**src/rtl/qxfer_pkg.sv**
```systemverilog
package qxfer_pkg;
   typedef enum logic [1:0] {
      ST_IDLE  = 2'd0,
      ST_LOAD  = 2'd1,
      ST_SHIFT = 2'd2
   } qx_state_e;
endpackage

```
**src/rtl/qxfer_bytecnt.sv**
```systemverilog
module qxfer_bytecnt #(
   parameter int CNT_W = 16
) (
   input  logic             clk,
   input  logic             rst_n,
   input  logic             load,
   input  logic [CNT_W-1:0] load_val,
   input  logic             dec,
   output logic [CNT_W-1:0] count
);
   always_ff @(posedge clk or negedge rst_n) begin
      if (!rst_n)    count <= '0;
      else if (load) count <= load_val;
      else if (dec)  count <= count - 1'b1;
   end


   cnt_no_wrap_chk: assert property (@(posedge clk) disable iff (!rst_n)
      dec |-> count != '0);
endmodule

```
**src/rtl/qxfer_shifter.sv**
```systemverilog
module qxfer_shifter #(
   parameter int BYTE_W = 8,
   parameter int LANES  = 4
) (
   input  logic              clk,
   input  logic              rst_n,
   input  logic              load,
   input  logic [BYTE_W-1:0] load_val,
   input  logic              shift,
   input  logic              quad,
   input  logic              rx_en,
   input  logic [LANES-1:0]  io_in,
   output logic [BYTE_W-1:0] sh,
   output logic [LANES-1:0]  lane_out
);
   logic [BYTE_W-1:0] nxt_leg, nxt_quad;

   assign nxt_leg = {sh[BYTE_W-2:0], rx_en & io_in[1]};

   generate
      if (BYTE_W == LANES) begin : g_one_beat
         assign nxt_quad = rx_en ? io_in : '0;
      end else begin : g_multi_beat
         assign nxt_quad = {sh[BYTE_W-LANES-1:0], rx_en ? io_in : {LANES{1'b0}}};
      end
   endgenerate

   always_ff @(posedge clk or negedge rst_n) begin
      if (!rst_n)     sh <= '0;
      else if (load)  sh <= load_val;
      else if (shift) sh <= quad ? nxt_quad : nxt_leg;
   end

   assign lane_out = quad ? sh[BYTE_W-1 -: LANES]
                          : {{(LANES-1){1'b0}}, sh[BYTE_W-1]};


   load_shift_excl_chk: assert property (@(posedge clk) disable iff (!rst_n)
      !(load && shift));
endmodule

```
**src/rtl/qxfer_engine.sv**
```systemverilog
module qxfer_engine
   import qxfer_pkg::*;
#(
   parameter int BYTE_W  = 8,
   parameter int LANES   = 4,
   parameter int CNT_W   = 16,
   parameter int DUMMY_W = 4
) (
   input  logic              clk,
   input  logic              rst_n,
   input  logic              enable,
   input  logic              start,
   input  logic              quad_mode,
   input  logic              rx_en,
   input  logic [CNT_W-1:0]  byte_count,
   input  logic              tx_valid,
   input  logic [BYTE_W-1:0] tx_data,
   input  logic              tx_ctrl,
   output logic              tx_pop,
   output logic              rx_push,
   output logic [BYTE_W-1:0] rx_data,
   output logic              sclk,
   output logic              cs_n,
   output logic [LANES-1:0]  io_out,
   output logic [LANES-1:0]  io_oe,
   input  logic [LANES-1:0]  io_in,
   output logic              done,
   output logic [CNT_W-1:0]  remaining
);
   localparam int BIT_CW  = $clog2(BYTE_W + 1);
   localparam int CYC_W   = (DUMMY_W > BIT_CW) ? DUMMY_W : BIT_CW;
   localparam int BEATS_L = BYTE_W;
   localparam int BEATS_Q = BYTE_W / LANES;

   generate
      if (BYTE_W % LANES != 0) begin : g_bad_lanes
         $error("BYTE_W must be a multiple of LANES");
      end
      if (LANES < 2) begin : g_bad_min
         $error("LANES must be at least 2");
      end
      if (DUMMY_W > BYTE_W) begin : g_bad_dummy
         $error("DUMMY_W must fit in a queue entry");
      end
   endgenerate

   qx_state_e        state;
   logic             ph, dummy;
   logic [CYC_W-1:0] cyc;
   logic             go, take, last_beat, shift_en, dec;
   logic [LANES-1:0] lane_out;
   logic             data_phase;
   logic [CYC_W-1:0] dcount;

   assign dcount    = CYC_W'(tx_data[DUMMY_W-1:0]);
   assign go        = (state == ST_IDLE) && start && enable && (byte_count != '0);
   assign tx_pop    = (state == ST_LOAD) && enable && (remaining != '0) && tx_valid;
   assign take      = tx_pop && !tx_ctrl;
   assign last_beat = (state == ST_SHIFT) && enable && ph && (cyc == CYC_W'(1));
   assign shift_en  = (state == ST_SHIFT) && enable && ph && !dummy;
   assign dec       = last_beat && !dummy;

   always_ff @(posedge clk or negedge rst_n) begin
      if (!rst_n) begin
         state   <= ST_IDLE;
         ph      <= 1'b0;
         dummy   <= 1'b0;
         cyc     <= '0;
         done    <= 1'b0;
         rx_push <= 1'b0;
      end else begin
         rx_push <= 1'b0;
         case (state)
            ST_IDLE: begin
               if (start && enable) begin
                  if (byte_count == '0) done <= 1'b1;
                  else begin
                     done  <= 1'b0;
                     state <= ST_LOAD;
                  end
               end
            end
            ST_LOAD: begin
               if (!enable || remaining == '0) begin
                  state <= ST_IDLE;
                  done  <= 1'b1;
               end else if (tx_valid) begin
                  ph <= 1'b0;
                  if (tx_ctrl) begin
                     dummy <= 1'b1;
                     cyc   <= dcount;
                     if (dcount != '0) state <= ST_SHIFT;
                  end else begin
                     dummy <= 1'b0;
                     cyc   <= quad_mode ? CYC_W'(BEATS_Q) : CYC_W'(BEATS_L);
                     state <= ST_SHIFT;
                  end
               end
            end
            ST_SHIFT: begin
               if (!enable) begin
                  state <= ST_IDLE;
                  done  <= 1'b1;
               end else begin
                  ph <= ~ph;
                  if (ph) begin
                     cyc <= cyc - 1'b1;
                     if (cyc == CYC_W'(1)) begin
                        state   <= ST_LOAD;
                        rx_push <= rx_en && !dummy;
                     end
                  end
               end
            end
            default: state <= ST_IDLE;
         endcase
      end
   end

   qxfer_bytecnt #(.CNT_W(CNT_W)) u_cnt (
      .clk      (clk),
      .rst_n    (rst_n),
      .load     (go),
      .load_val (byte_count),
      .dec      (dec),
      .count    (remaining)
   );

   qxfer_shifter #(.BYTE_W(BYTE_W), .LANES(LANES)) u_shift (
      .clk      (clk),
      .rst_n    (rst_n),
      .load     (take),
      .load_val (tx_data),
      .shift    (shift_en),
      .quad     (quad_mode),
      .rx_en    (rx_en),
      .io_in    (io_in),
      .sh       (rx_data),
      .lane_out (lane_out)
   );

   assign data_phase = (state == ST_SHIFT) && !dummy;
   assign sclk       = (state == ST_SHIFT) && ph;
   assign cs_n       = (state == ST_IDLE);
   assign io_out     = data_phase ? lane_out : '0;
   assign io_oe      = !data_phase ? '0 :
                       quad_mode  ? (rx_en ? '0 : {LANES{1'b1}}) :
                                    {{(LANES-1){1'b0}}, 1'b1};


   idle_ignore_chk: assert property (@(posedge clk) disable iff (!rst_n)
      (state == ST_IDLE && !enable) |=> (cs_n && $stable(remaining) && $stable(done)));

   rem_dec_chk: assert property (@(posedge clk) disable iff (!rst_n)
      dec |=> remaining == CNT_W'($past(remaining) - 1'b1));

   cs_release_chk: assert property (@(posedge clk) disable iff (!rst_n)
      (state == ST_LOAD && remaining == '0) |=> (cs_n && done));

   push_pulse_chk: assert property (@(posedge clk) disable iff (!rst_n)
      rx_push |=> !rx_push);

   dummy_quiet_chk: assert property (@(posedge clk) disable iff (!rst_n)
      (last_beat && dummy) |=> (!rx_push && $stable(remaining)));

   stall_idle_chk: assert property (@(posedge clk) disable iff (!rst_n)
      (state == ST_LOAD && enable && remaining != '0 && !tx_valid) |=> (!sclk && !cs_n));

   disable_stop_chk: assert property (@(posedge clk) disable iff (!rst_n)
      (!enable && !cs_n) |=> (cs_n && done));
endmodule

```
**config.mk**
```make
export PLATFORM = sky130hd
export DESIGN_NAME = qxfer_engine
export DESIGN_NICKNAME = d
export VERILOG_FILES = /design/src/rtl/qxfer_pkg.sv /design/src/rtl/qxfer_bytecnt.sv /design/src/rtl/qxfer_shifter.sv /design/src/rtl/qxfer_engine.sv
export SDC_FILE = /design/constraint.sdc
export NUM_CORES = 1
export LEC_CHECK = 0
export ABC_AREA = 1
export BUFFER_PORTS_ARGS = -buffer_cell sky130_fd_sc_hd__buf_2
export CAP_MARGIN = 20
export CELL_PAD_IN_SITES_DETAIL_PLACEMENT = 1
export CELL_PAD_IN_SITES_GLOBAL_PLACEMENT = 1
export CORE_MARGIN = 8
export CORE_UTILIZATION = 30
export DETAILED_ROUTE_END_ITERATION = 6
export PLACE_DENSITY = 0.72
export SLEW_MARGIN = 20
export SYNTH_ARGS = -nofsm -noshare
export SYNTH_HDL_FRONTEND = slang
export SYNTH_SLANG_ARGS = --single-unit
export TNS_END_PERCENT = 1
```
**constraint.sdc**
```tcl
create_clock -name clk -period 2.6 [get_ports clk]
set_input_delay 0.13 -clock clk [delete_from_list [all_inputs] [get_ports clk]]
set_output_delay 0.13 -clock clk [all_outputs]
set_load 0.005 [all_outputs]
```
==> out/metrics.yaml <==
status:
  status: "completed"
routing:
  dr.pass1.iters: 4
  drc_errors: 0
  drtIter0Drc: 50
  drt-vias-per-instance: 4.91
  drt-total-wl_mm: 8.13
  ant_nets: 0
  vias: 2694
  wire_per_inst_um: 14.8
placement:
  portBuffers: 72
  place.gp.congestion: 0.814
  dp_hpwl_mm: 6.50
yosys:
  syn-num-nets: 417
  avgSynthCellArea_um2: 6.71
  synth_warnings: 0
  yosysSeqAreaShare_pct: 33.9
  yosys.area.top_type: "dfrtp_1"
  synth_seq_cells: 34
  yosysUniqueCellTypes: 32
  netlist_area_um2: 2510
  syn_inst: 374
  synthTopCellsByArea: "dfrtp_1 34%, nand2_1 17%, nand3_1 12%, nor2_1 8.4%, inv_1 4.8%"
  synth_top_area_share_pct: 33.9
worst_hold_path:
  hold_path_class: "primary input to flop"
sta:
  maxSlewViolCount: 0
  relSlewSlack_pct: 45.3
  fmax_mhz: 477
  fin_worst_skew_ns: 0.00856
  whs_ns: 0.0492
  rsz0062_at_grt: "false"
  finalSetupViolCount: 0
  tns_ns: 0
  period_minus_slack_ns: 2.10
  tightestPinTransition_ns: 0.821
  hold_viol_final: 0
  fin_crit_sh_pct: 80.7
finish:
  final_nets: 486
  seq_area_um2: 851
  fillers: 1107
  multi_input_area_um2: 1450
  synthToLayoutAreaGrowth_pct: 20.8
  fin_util_pct: 37.1
  drive_gt1_share_pct: 21.4
  n_antenna_cell: 0
cts:
  path_clk_slew_ns: 0.08
  cts.path.max_buffers: 2
  htreeDepth: 2
  cts_num_sinks: 34
  cts_made_buffers: 5
  cts_resized: 0
  clock_latency_ns: 0.30
  cts-root-buf: "clkbuf_8"
  cts_tree: "built"
floorplan:
  dieArea_um2: 11600
  die_w_um: 107
  initial_core_util_pct: 30.7
  core_um2: 8180
  chipHeight_um: 107
  rows: 33
  io_pins: 73
global_routing:
  grt_max_degree: 35
  grt_pass1_wl_mm: 13.8
  grt_remaining_overflow: 0
  grt_usage_pct: 14.5
  grt_pass1_vias: 2863
  grt_antenna_before_repair: 0
critical_path:
  critPathMaxFanout: 17
  path_delay_family: "compound AO/OA/AOI/OAI gates"
  worstPathCellList: "inv_1 -> ha_1 -> nand2_1 -> inv_2 -> nand3_4 -> clkinv_4 -> nand2_4 -> a21oi_4 -> o21ai_0 -> nand3_1"
  ff2ff_setup_slack_ns: 0.50
  critPathSlowestCell: "dfrtp_1"
  worstPathRequired_ns: 2.83
  crit_arrival_ns: 2.33
  path_buf_inv: 3
  end_kind: "flop"
  max_stage_delay_ns: 0.41
  worstSetupPathType: "flop to flop"
  start_kind: "flop"
job:
  cap_violations: 0
power_and_ir_drop:
  leakage_nw: 1.61
  vdd_drop_max_mv: 0.331
  power_per_cell_area_nw_per_um2: 993
## stage by stage
stage / instances / setup slack [ns] / power [W] / cell area [um2]
2_1_floorplan: 374 / 1.03 / 0.00205 / 2510
3_3_place_gp: 540 / 0.598 / 0.00257 / 2930
3_5_place_dp: 540 / 0.491 / 0.00263 / 2930
4_1_cts: 549 / 0.493 / 0.00307 / 3030
5_1_grt: 549 / 0.293 / 0.00334 / 3030
6_report: 549 / 0.502 / 0.00301 / 3030
## metal layers
layer  GRT usage [%]  vias to the layer above  share of wire [%]
met4            2.97                        0               0.65
li1                -                     1334                  -
met5               0                        -                  0
met2            25.5                       60                 49
met1            17.4                     1294                 45
met3            3.71                        6                5.9
## Yosys cell counts, drive strengths merged
cell type / number
nand2: 118
a21oi: 8
o22ai: 1
inv: 34
nand3: 63
dfrtp: 34
o21ai: 11
a211oi: 2
nand4: 9
clkinv: 1
mux2i: 2
nor3: 2
or2: 1
xor2: 5
ha: 7
a21boi: 1
buf: 7
xnor2: 6
nor2: 58
clkbuf: 4
## worst register-to-register path: cells and delay by family, from the launching register on
| family | cells | cell delay (ns) |
|---|---|---|
| compound gates | 2 | 0.57 |
| flops | 1 | 0.41 |
| simple gates | 4 | 0.49 |
| fa+ha+maj | 1 | 0.25 |
| buf+inv | 3 | 0.31 |
## cells in the final DEF, fill, tap and decap left out, drive strengths merged, types with 5 or more instances in the layout
cell	n
nand2	118
buf	72
nand3	63
nor2	58
dfrtp	34
inv	34
o21ai	11
nand4	9
a21oi	8
ha	7
clkbuf	7
xnor2	6
xor2	5
## kinds of logic (layout without fill, tap and decap cells)
logic type                 count (synthesis)  in the layout  synth area share, %
AOI/OAI and AO/OA                         23             23                 5.38
xor gates and xnor gates                  11             11                 3.84
adders and majority gates                  7              7                 3.49
buffers and inverters                     46            116                 8.27
DFF                                       34             34                 33.9
muxes                                      2              2                0.797
and+or+nand+nor                          251            251                 44.3
## flip-flops by register name, summed over array words and instances (netlist names)
| register | count |
|---|---|
| done | 1 |
| u_cnt.count | 16 |
| cyc | 4 |
| dummy | 1 |
| ph | 1 |
| state | 2 |
| rx_push | 1 |
| u_shift.sh | 8 |
## where the power goes
part / internal (W) / switching, W
Combinational: 0.000610 / 0.000866
Sequential: 0.000780 / 0.000330
Clock: 0.000214 / 0.000213
Total: 0.00160 / 0.00141
## worst paths after layout
check                                     from               to  cells past startpoint
worst min register to register            done             done                      2
worst min-delay path            byte_count[10]  u_cnt.count[10]                      3
min in group asynchronous                rst_n  u_cnt.count[14]                      2
max in group asynchronous                rst_n         state[1]                      2
worst max-delay path                  state[0]   u_cnt.count[4]                     10
worst max register to register        state[0]   u_cnt.count[4]                     10
## layout make-up
type,instances,share of cell area (%)
Clock buffer,7,2.85
Clock inverter,1,0.165
Inverter,35,4.50
Multi-Input combinational cell,294,47.9
Sequential cell,34,28.1
Tap cell,105,4.33
Timing Repair Buffer,73,12.2
## timing repair
| action | 4_1_cts | 5_1_grt |
|---|---|---|
| hold buffers | 1 | 0 |
| setup buffers | 0 | 0 |
| endpoints found under the hold margin | 34 | 0 |
Note: power is estimated with default switching activity, not from simulation.
